<file path="src/rtl/sdram_init_pkg.sv">
package sdram_init_pkg;

  // {cs_n, ras_n, cas_n, we_n}
  typedef enum logic [3:0] {
    CMD_LMR = 4'b0000,
    CMD_REF = 4'b0001,
    CMD_PRE = 4'b0010,
    CMD_NOP = 4'b0111,
    CMD_INH = 4'b1111
  } sdram_cmd_e;

  typedef enum logic [2:0] {
    ST_WAIT,
    ST_PRE,
    ST_TRP,
    ST_REF,
    ST_TRC,
    ST_MRS,
    ST_TMRD,
    ST_DONE
  } init_state_e;

endpackage

</file>
<file path="src/rtl/sdram_init_timer.sv">
module sdram_init_timer #(
  parameter int unsigned W = 16,
  parameter logic [W-1:0] RST_VAL = '0
) (
  input  logic         clk_i,
  input  logic         rst_ni,
  input  logic         load_i,
  input  logic [W-1:0] load_val_i,
  output logic         zero_o
);

  logic [W-1:0] cnt_q;

  always_ff @(posedge clk_i or negedge rst_ni) begin
    if (!rst_ni)           cnt_q <= RST_VAL;
    else if (load_i)       cnt_q <= load_val_i;
    else if (cnt_q != '0)  cnt_q <= cnt_q - 1'b1;
  end

  assign zero_o = (cnt_q == '0);

endmodule

</file>
<file path="src/rtl/sdram_init_mode.sv">
module sdram_init_mode #(
  parameter int unsigned ROW_W = 12
) (
  input  logic [2:0]       burst_len_i,
  input  logic             burst_type_i,
  input  logic [2:0]       cas_lat_i,
  output logic [ROW_W-1:0] mode_o
);

  // bits 8:7 standard op, bit 9 programmed write burst, upper bits reserved
  always_comb begin
    mode_o      = '0;
    mode_o[2:0] = burst_len_i;
    mode_o[3]   = burst_type_i;
    mode_o[6:4] = cas_lat_i;
  end

endmodule

</file>
<file path="src/rtl/sdram_init_seq.sv">
module sdram_init_seq
  import sdram_init_pkg::*;
#(
  parameter int unsigned CLK_MHZ = 200,
  parameter int unsigned WAIT_US = 100,
  parameter int unsigned T_RP    = 3,
  parameter int unsigned T_RC    = 10,
  parameter int unsigned T_MRD   = 2,
  parameter int unsigned NUM_REF = 2,
  parameter int unsigned ROW_W   = 12,
  parameter int unsigned BANK_W  = 2,
  parameter int unsigned DQM_W   = 4,
  parameter int unsigned AP_BIT  = 10
) (
  input  logic              clk_i,
  input  logic              rst_ni,
  input  logic [2:0]        burst_len_i,
  input  logic              burst_type_i,
  input  logic [2:0]        cas_lat_i,
  output logic              cs_n_o,
  output logic              ras_n_o,
  output logic              cas_n_o,
  output logic              we_n_o,
  output logic              cke_o,
  output logic [DQM_W-1:0]  dqm_o,
  output logic [BANK_W-1:0] ba_o,
  output logic [ROW_W-1:0]  addr_o,
  output logic              ready_o
);

  // all gaps assumed >= 2 cycles, WAIT_CYC >= 2, NUM_REF >= 2
  localparam int unsigned WAIT_CYC = CLK_MHZ * WAIT_US;
  localparam int unsigned GAP_MAX  = (T_RC > T_RP) ? ((T_RC > T_MRD) ? T_RC : T_MRD)
                                                   : ((T_RP > T_MRD) ? T_RP : T_MRD);
  localparam int unsigned MAX_CNT  = (WAIT_CYC > GAP_MAX) ? WAIT_CYC : GAP_MAX;
  localparam int unsigned CNT_W    = $clog2(MAX_CNT + 1);
  localparam int unsigned REF_W    = $clog2(NUM_REF + 1);
  localparam logic [ROW_W-1:0] PRE_ALL = ROW_W'(1) << AP_BIT;

  init_state_e       state_q, state_d;
  logic [REF_W-1:0]  ref_q, ref_d;
  logic              tmr_load, tmr_zero;
  logic [CNT_W-1:0]  tmr_val;
  logic [ROW_W-1:0]  mode_word;
  sdram_cmd_e        cmd_q;
  logic [ROW_W-1:0]  addr_q;
  logic              ready_q;

  sdram_init_timer #(
    .W       (CNT_W),
    .RST_VAL (CNT_W'(WAIT_CYC - 1))
  ) u_timer (
    .clk_i      (clk_i),
    .rst_ni     (rst_ni),
    .load_i     (tmr_load),
    .load_val_i (tmr_val),
    .zero_o     (tmr_zero)
  );

  sdram_init_mode #(.ROW_W(ROW_W)) u_mode (
    .burst_len_i  (burst_len_i),
    .burst_type_i (burst_type_i),
    .cas_lat_i    (cas_lat_i),
    .mode_o       (mode_word)
  );

  always_comb begin
    state_d  = state_q;
    ref_d    = ref_q;
    tmr_load = 1'b0;
    tmr_val  = '0;
    unique case (state_q)
      ST_WAIT: if (tmr_zero) state_d = ST_PRE;
      ST_PRE: begin
        state_d  = ST_TRP;
        tmr_load = 1'b1;
        tmr_val  = CNT_W'(T_RP - 2);
      end
      ST_TRP: if (tmr_zero) state_d = ST_REF;
      ST_REF: begin
        ref_d    = ref_q + 1'b1;
        state_d  = ST_TRC;
        tmr_load = 1'b1;
        tmr_val  = CNT_W'(T_RC - 2);
      end
      ST_TRC: if (tmr_zero) state_d = (ref_q == REF_W'(NUM_REF)) ? ST_MRS : ST_REF;
      ST_MRS: begin
        state_d  = ST_TMRD;
        tmr_load = 1'b1;
        tmr_val  = CNT_W'(T_MRD - 2);
      end
      ST_TMRD: if (tmr_zero) state_d = ST_DONE;
      ST_DONE: state_d = ST_DONE;
      default: state_d = ST_WAIT;
    endcase
  end

  always_ff @(posedge clk_i or negedge rst_ni) begin
    if (!rst_ni) begin
      state_q <= ST_WAIT;
      ref_q   <= '0;
      cmd_q   <= CMD_INH;
      addr_q  <= '0;
      ready_q <= 1'b0;
    end else begin
      state_q <= state_d;
      ref_q   <= ref_d;
      ready_q <= (state_d == ST_DONE);
      unique case (state_d)
        ST_PRE:  begin cmd_q <= CMD_PRE; addr_q <= PRE_ALL;   end
        ST_REF:  begin cmd_q <= CMD_REF; addr_q <= '0;        end
        ST_MRS:  begin cmd_q <= CMD_LMR; addr_q <= mode_word; end
        default: begin cmd_q <= CMD_NOP; addr_q <= '0;        end
      endcase
    end
  end

  assign {cs_n_o, ras_n_o, cas_n_o, we_n_o} = cmd_q;
  assign addr_o  = addr_q;
  assign ba_o    = '0;
  assign cke_o   = 1'b1;
  assign dqm_o   = '1;
  assign ready_o = ready_q;

  // ---------------- assertions ----------------
  logic             pre_seen_q, lmr_seen_q;
  logic [REF_W:0]   ref_seen_q;

  always_ff @(posedge clk_i or negedge rst_ni) begin
    if (!rst_ni) begin
      pre_seen_q <= 1'b0;
      lmr_seen_q <= 1'b0;
      ref_seen_q <= '0;
    end else begin
      if (cmd_q == CMD_PRE) pre_seen_q <= 1'b1;
      if (cmd_q == CMD_LMR) lmr_seen_q <= 1'b1;
      if (cmd_q == CMD_REF && ref_seen_q != '1) ref_seen_q <= ref_seen_q + 1'b1;
    end
  end

  p_nop_before_pre_r2: assert property (@(posedge clk_i) disable iff (!rst_ni)
    (cmd_q == CMD_PRE) |-> ($past(cmd_q) == CMD_NOP));

  p_pre_all_banks_r3: assert property (@(posedge clk_i) disable iff (!rst_ni)
    (cmd_q == CMD_PRE) |-> (addr_o[AP_BIT] && ba_o == '0));

  p_ref_after_pre_r5: assert property (@(posedge clk_i) disable iff (!rst_ni)
    (cmd_q == CMD_REF) |-> pre_seen_q);

  p_lmr_after_refs_r6: assert property (@(posedge clk_i) disable iff (!rst_ni)
    (cmd_q == CMD_LMR) |-> (ref_seen_q >= (REF_W+1)'(NUM_REF)));

  p_ready_sticky_r7: assert property (@(posedge clk_i) disable iff (!rst_ni)
    ready_o |=> ready_o);

  p_ready_after_lmr_r7: assert property (@(posedge clk_i) disable iff (!rst_ni)
    $rose(ready_o) |-> lmr_seen_q);

endmodule

</file>
<file path="config.mk">
export PLATFORM = sky130hd
export DESIGN_NAME = sdram_init_seq
export DESIGN_NICKNAME = d
export VERILOG_FILES = /design/src/rtl/sdram_init_pkg.sv /design/src/rtl/sdram_init_timer.sv /design/src/rtl/sdram_init_mode.sv /design/src/rtl/sdram_init_seq.sv
export SDC_FILE = /design/constraint.sdc
export NUM_CORES = 1
export LEC_CHECK = 0
export CAP_MARGIN = 20
export CORE_UTILIZATION = 51
export CTS_CLUSTER_DIAMETER = 30
export DETAILED_ROUTE_END_ITERATION = 12
export PLACE_DENSITY = 0.76
export SETUP_SLACK_MARGIN = 0.1
export SYNTH_ARGS = -nofsm -noshare
export SYNTH_HDL_FRONTEND = slang
export SYNTH_SLANG_ARGS = --single-unit
</file>
<file path="constraint.sdc">
create_clock -name clk_i -period 2.7 [get_ports clk_i]
set_input_delay 0.54 -clock clk_i [delete_from_list [all_inputs] [get_ports clk_i]]
set_output_delay 0.54 -clock clk_i [all_outputs]
set_load 0.02 [all_outputs]
</file>
==> flow_metrics.py, run 1 <==
metrics = {
    "run_status": {
        "status": "complete, no violations",
    },
    "grt": {
        "antenna_found_initial": 0,
        "grt_max_degree": 34,
        "grt_util_all_layers_pct": 18.7,
        "grt_pass1_vias": 1098,
        "grt_pass1_wl_um": 4660,
        "grt-ovfl-total": 0,
    },
    "clocking": {
        "path_clk_slew_ns": 0.09,
        "cts_made_buffers": 5,
        "cts_hold_buf": 0,
        "clock-root-buffer": "clkbuf_4",
        "cts_max_path_buffers": 2,
        "cts.sinks": 33,
        "htree_levels": 2,
        "cts_tree": "yes",
        "post_cts_resize_count": 0,
        "clock_latency_ns": 0.34,
        "post_cts_buffers": 0,
    },
    "synth": {
        "synth_top_family_by_area": "simple AND/OR/NAND/NOR gates",
        "postSynthCellCount": 157,
        "ys_ff_latch": 33,
        "ys_seq_area_share_pct": 50.7,
        "synthArstFlopShare_pct": 100,
        "synth_adder_area_share_pct": 1.51,
        "synth_simple_gate_area_share_pct": 23.0,
        "synth_top_area_share_pct": 30.1,
        "synth_top_area_cell": "dfrtp_1",
        "postSynthAreaPerCell_um2": 10.6,
        "muxShareOfSynthArea_pct": 0.603,
        "synth_edf_count": 0,
        "yosys_warnings": 0,
        "synth_area_leaders": "dfrtp_1 (30%), dfstp_2 (21%), buf_4 (5.0%)",
        "syn_area_mm2": 0.00166,
        "synth_compound_area_share_pct": 13.3,
        "synthFlopType": "dfrtp_1",
        "synthXorXnorAreaFrac_pct": 1.58,
        "yosysUniqueCellTypes": 47,
    },
    "critical_path": {
        "path_delay_family": "simple AND/OR/NAND/NOR gates",
        "rrSetupSlack_ns": 0.61,
        "cpMaxStageDelayCell": "nor4_4",
        "max_stage_delay_ns": 0.42,
        "crit_buf_inv": 1,
        "end_kind": "flip-flop",
        "r2r_cells": 6,
        "critical_path_arrival_ns": 2.36,
        "path_max_fanout": 8,
        "worst-endpoint-required_ns": 2.97,
        "reg2reg_to": "addr_o[3]$_DFF_PN0_",
        "cp_cell_sequence": "inv_1 > ha_1 > nor3b_1 > nand4_2 > nor4_4 > and2_1",
        "worst-setup-path-type": "reg -> reg",
        "r2r-start": "u_timer.cnt_q[0]$_DFFE_PN1P_",
        "cp-start-kind": "flip-flop",
    },
    "sta": {
        "finClkSkew_ns": 0.0115,
        "maxSlewHeadroom_pct": 59.0,
        "max_freq_ghz": 0.479,
        "hold_viol_final": 0,
        "fin_setup_tns_ns": 0,
        "period_minus_slack_ns": 2.09,
        "tightest_slew_ns": 0.610,
        "rsz0062_at_grt": "no",
        "setup_viol": 0,
        "period_share_pct": 77.4,
        "slew_viol_final": 0,
    },
    "run": {
        "maxCapViolations": 0,
    },
    "final_layout": {
        "fillers": 282,
        "seqCellArea_um2": 842,
        "multiInputGateArea_um2": 709,
        "finalNonFillerCells": 224,
        "drive_gt1_share_pct": 17.2,
        "area_delta_synth_final_pct": 15.7,
        "diodes": 0,
        "finalInstanceArea_mm2": 0.00192,
        "nets": 190,
    },
    "placement": {
        "postPlaceCellArea_mm2": 0.00185,
        "dp.cells": 216,
        "gp_congestion": 0.822,
        "portBuffers": 21,
        "dpl.hpwl_um": 2080,
    },
    "drt": {
        "ant_nets": 0,
        "wire_per_inst_um": 12.9,
        "route.detailed.drc": 0,
        "dr.first_iter.drc_count": 79,
        "vias_per_cell": 5.41,
        "first_pass_iters": 4,
        "vias": 1211,
        "drt-total-wl_um": 2880,
    },
    "floorplan": {
        "ios": 33,
        "die_w_um": 59.1,
        "initial_utilization_pct": 53.9,
        "die_area_mm2": 0.00349,
        "fp-row-count": 20,
        "die_y_um": 59.1,
        "fp.coreArea_mm2": 0.00308,
    },
    "pwr": {
        "p_leak_nw": 0.849,
        "max-vdd-ir-drop_v": 0.000274,
        "cellPowerDensity_mw_per_mm2": 439,
    },
    "worst_hold_path": {
        "holdCritPathClass": "reg -> reg",
        "holdPathStages": 1,
        "worstHoldEndpoint": "ref_q[0]$_DFFE_PN0P_",
        "holdCritStartpoint": "ref_q[0]$_DFFE_PN0P_",
    },
}
==> cell families after synthesis <==
family                     after synthesis
other                                    2
adders and majority gates                2
buffers and inverters                   24
xor gates and xnor gates                 3
AOI/OAI and AO/OA                       34
DFF                                     33
muxes                                    1
and+or+nand+nor                         58
==> through the flow <==
| step | hold WS (ns) | setup WS (ns) | util (%) | total power, mW |
|---|---|---|---|---|
| floorplan | 0.244 | 0.777 | - | 0.532 |
| global placement | 0.460 | 0.740 | 60.1 | 0.542 |
| detailed placement | 0.467 | 0.667 | 60.1 | 0.543 |
| CTS | 0.484 | 0.647 | 62.4 | 0.858 |
| global route | 0.522 | 0.467 | 62.4 | 0.887 |
| finish | 0.477 | 0.610 | 62.4 | 0.844 |
==> synthesized netlist by cell type (4+ instances only) <==
master     n
buf_4     11
inv_1      7
clkbuf_1   4
dfstp_2   13
nand2_1    7
nor2_1    10
dfrtp_1   20
o21ai_0    7
and2_1     8
a21oi_1   12
nor4_1     4
==> how the worst max path moves through the flow <==
stage	depth (start not counted)	startpoint	to	slack, ns
finish	6	u_timer.cnt_q[0]$_DFFE_PN1P_	addr_o[3]$_DFF_PN0_	0.61
global route	4	u_timer.cnt_q[5]$_DFFE_PN0P_	addr_o[3]$_DFF_PN0_	0.47
CTS	6	u_timer.cnt_q[0]$_DFFE_PN1P_	addr_o[3]$_DFF_PN0_	0.65
detailed placement	6	u_timer.cnt_q[0]$_DFFE_PN1P_	addr_o[6]$_DFF_PN0_	0.67
global placement	6	u_timer.cnt_q[0]$_DFFE_PN1P_	u_timer.cnt_q[5]$_DFFE_PN0P_	0.74
floorplan	7	u_timer.cnt_q[0]$_DFFE_PN1P_	u_timer.cnt_q[5]$_DFFE_PN0P_	0.78
==> cells in the final DEF, fill, tap and decap left out, types with 7 or more instances in the layout <==
master           count
clkdlybuf4s50_1     21
dfstp_2             13
conb_1              12
nor2_1              10
o21ai_0              7
dfrtp_1             20
nand2_1              7
and2_1               8
inv_1                7
a21oi_1             12
==> final cells by class <==
cell class                      count  share of cell area, %
Clock inverter                      1                  0.261
Clock buffer                        7                   3.39
Multi-Input combinational cell    110                   36.9
Inverter                            7                   1.37
Sequential cell                    33                   43.8
Tap cell                           44                   2.87
Timing Repair Buffer               22                   11.3
==> sequential cells by signal (all words and copies together) (netlist names) <==
name           count
u_timer.cnt_q     15
state_q            3
addr_o             8
ref_q              2
ready_o            1
cmd_q              4
==> routing by layer <==
layer / vias to the layer above / wire length [µm] / global-route usage, %
li1: 586 / - / -
met1: 581 / 1240 / 21.1
met2: 36 / 1410 / 31.0
met3: 8 / 164 / 7.86
met4: 0 / 62 / 8.16
met5: - / 0 / 0
==> power breakdown <==
group / internal (mW) / switching, mW / leakage (nW)
Combinational: 0.0122 / 0.0250 / 0.419
Clock: 0.151 / 0.160 / 0.0413
Sequential: 0.496 / 0.000168 / 0.388
(Power assumes the default switching activity.)
==> run 2: changes to the inputs <==
clock period = 2.1 ns   (was 2.7 ns; I/O delays follow)
==> run 2 against run 1 <==
Setup slack worse by 0.48 ns. Critical path depth is the same. First-iteration DRC count fell by 47%. Cell area grew 3.3%. Via count grew 1.4%. Clock power up 58%. Sequential share of layout area fell by 1.4 points. Routed wire length is 7.4% higher. Utilization grew 2.0 points. Count of clock-buffer cells in the layout unchanged. Total power increased by 39%. Hold slack better by 0.0021 ns. Critical endpoint is now u_timer.cnt_q[5]$_DFFE_PN0P_. Highest routed layer unchanged.
==> flow_metrics.py, run 2 (synthesis gave the netlist of run 1 again) <==
metrics = {
    "run": {
        "maxCapViolations": 0,
    },
    "sta": {
        "fin_setup_tns_ns": 0,
        "max_freq_ghz": 0.507,
        "period_minus_slack_ns": 1.97,
        "maxSlewHeadroom_pct": 63.8,
        "rsz0062_at_grt": "yes",
        "finClkSkew_ns": 0.00853,
        "tightest_slew_ns": 0.543,
        "setup_viol": 0,
        "slew_viol_final": 0,
        "period_share_pct": 93.8,
        "hold_viol_final": 0,
    },
    "grt": {
        "grt-ovfl-total": 0,
        "antenna_found_initial": 0,
        "grt_pass1_vias": 1091,
        "grt_pass1_wl_um": 4730,
        "grt_max_degree": 34,
        "grt_util_all_layers_pct": 18.7,
    },
    "critical_path": {
        "critical_path_arrival_ns": 2.24,
        "path_max_fanout": 6,
        "worst-setup-path-type": "reg -> reg",
        "worst-endpoint-required_ns": 2.37,
        "cp-start-kind": "flip-flop",
        "end_kind": "flip-flop",
    },
    "clocking": {
        "path_clk_slew_ns": 0.10,
        "cts_hold_buf": 0,
        "clock-root-buffer": "clkbuf_4",
        "cts.sinks": 33,
        "cts_made_buffers": 5,
        "cts_max_path_buffers": 2,
        "htree_levels": 2,
        "clock_latency_ns": 0.34,
        "cts_tree": "yes",
    },
    "drt": {
        "ant_nets": 0,
        "wire_per_inst_um": 13.5,
        "vias_per_cell": 5.36,
        "drt-total-wl_um": 3100,
        "wl_met2_um": 1550,
        "routed.top_layer": "met4",
        "wl_met3_um": 160,
        "met1Wirelength_um": 1340,
        "route.detailed.drc": 0,
        "first_pass_iters": 4,
        "vias": 1228,
        "dr.first_iter.drc_count": 42,
    },
    "pwr": {
        "finalPower_mw": 1.18,
        "p_leak_nw": 0.884,
        "cellPowerDensity_mw_per_mm2": 593,
        "max-vdd-ir-drop_v": 0.000382,
    },
    "placement": {
        "gp_congestion": 0.784,
        "dpl.hpwl_um": 2190,
        "portBuffers": 21,
    },
    "final_layout": {
        "area_delta_synth_final_pct": 19.4,
        "largest_reg_flops": 15,
        "final_cell_mix": "clkdlybuf4s50_1 (21), dfrtp_1 (20), dfstp_2 (13)",
        "final_common_cell": "clkdlybuf4s50_1",
        "nets": 195,
        "drive_gt1_share_pct": 19.5,
        "multiInputGateArea_um2": 719,
        "seqCellArea_um2": 842,
        "diodes": 0,
        "largest_register": "u_timer.cnt_q",
        "fillers": 269,
    },
    "floorplan": {
        "fp.coreArea_mm2": 0.00308,
        "initial_utilization_pct": 53.9,
        "die_w_um": 59.1,
        "ios": 33,
        "die_y_um": 59.1,
        "die_area_mm2": 0.00349,
        "fp-row-count": 20,
    },
    "worst_hold_path": {
        "holdCritPathClass": "in -> async",
    },
    "run_status": {
        "status": "complete, no violations",
    },
}
run 2: cell type report:
type	count	area share (%)
clock buffers	7	2.78
clock inverters	1	1.51
inverters	7	1.32
multi-input cells	110	36.3
flip-flops and latches	33	42.5
well taps	44	2.78
repair buffers	27	12.9
run 2: final timing paths:
check,startpoint,endpoint,slack [ns],cells past startpoint
min,rst_ni,addr_o[10]$_DFF_PN0_,0.48,2
max,u_timer.cnt_q[1]$_DFFE_PN1P_,u_timer.cnt_q[5]$_DFFE_PN0P_,0.13,6
min reg2reg,ref_q[0]$_DFFE_PN0P_,ref_q[0]$_DFFE_PN0P_,0.49,1
min in group clk_i,ref_q[0]$_DFFE_PN0P_,ref_q[0]$_DFFE_PN0P_,0.49,1
max reg2reg,u_timer.cnt_q[1]$_DFFE_PN1P_,u_timer.cnt_q[5]$_DFFE_PN0P_,0.13,6
max in group asynchronous,rst_ni,u_timer.cnt_q[9]$_DFFE_PN1P_,1.29,2
run 2: per-stage QoR:
stage / hold WS, ns / std cells / cell area, µm² / utilization, % / worst slack, ns
2_1_floorplan: 0.124 / 167 / 1700 / - / 0.177
3_3_place_gp: 0.460 / 219 / 1870 / 60.9 / 0.194
3_5_place_dp: 0.476 / 219 / 1870 / 60.9 / 0.133
4_1_cts: 0.487 / 227 / 1960 / 63.6 / 0.113
5_1_grt: 0.495 / 229 / 1980 / 64.4 / 0.00445
6_report: 0.479 / 229 / 1980 / 64.4 / 0.129
run 2: worst max-delay path, cell delays in order, from the launching register on:
cell and delay, ns:
dfstp_2 0.57, inv_1 0.05, ha_1 0.22, nor3b_1 0.18, and4_2 0.26, or4_1 0.47, a21oi_1 0.15
run 2: what timing repair did:
action	in CTS	in global routing
resized for setup	0	2
endpoints found under the setup margin	0	3
buffers inserted	0	2
run 2: routing by layer:
layer  GRT usage (%)  vias up
met5               0        -
met4            6.46        0
met3            7.21        6
met2            31.0       30
met1            22.0      594
li1                -      598
run 2: power breakdown:
part | total [mW] | leakage, nW | switching (mW) | internal (mW)
sequential | 0.638 | 0.388 | 0.000260 | 0.638
clock | 0.489 | 0.0455 | 0.205 | 0.284
combinational | 0.0476 | 0.450 | 0.0319 | 0.0156
total | 1.18 | 0.884 | 0.237 | 0.938
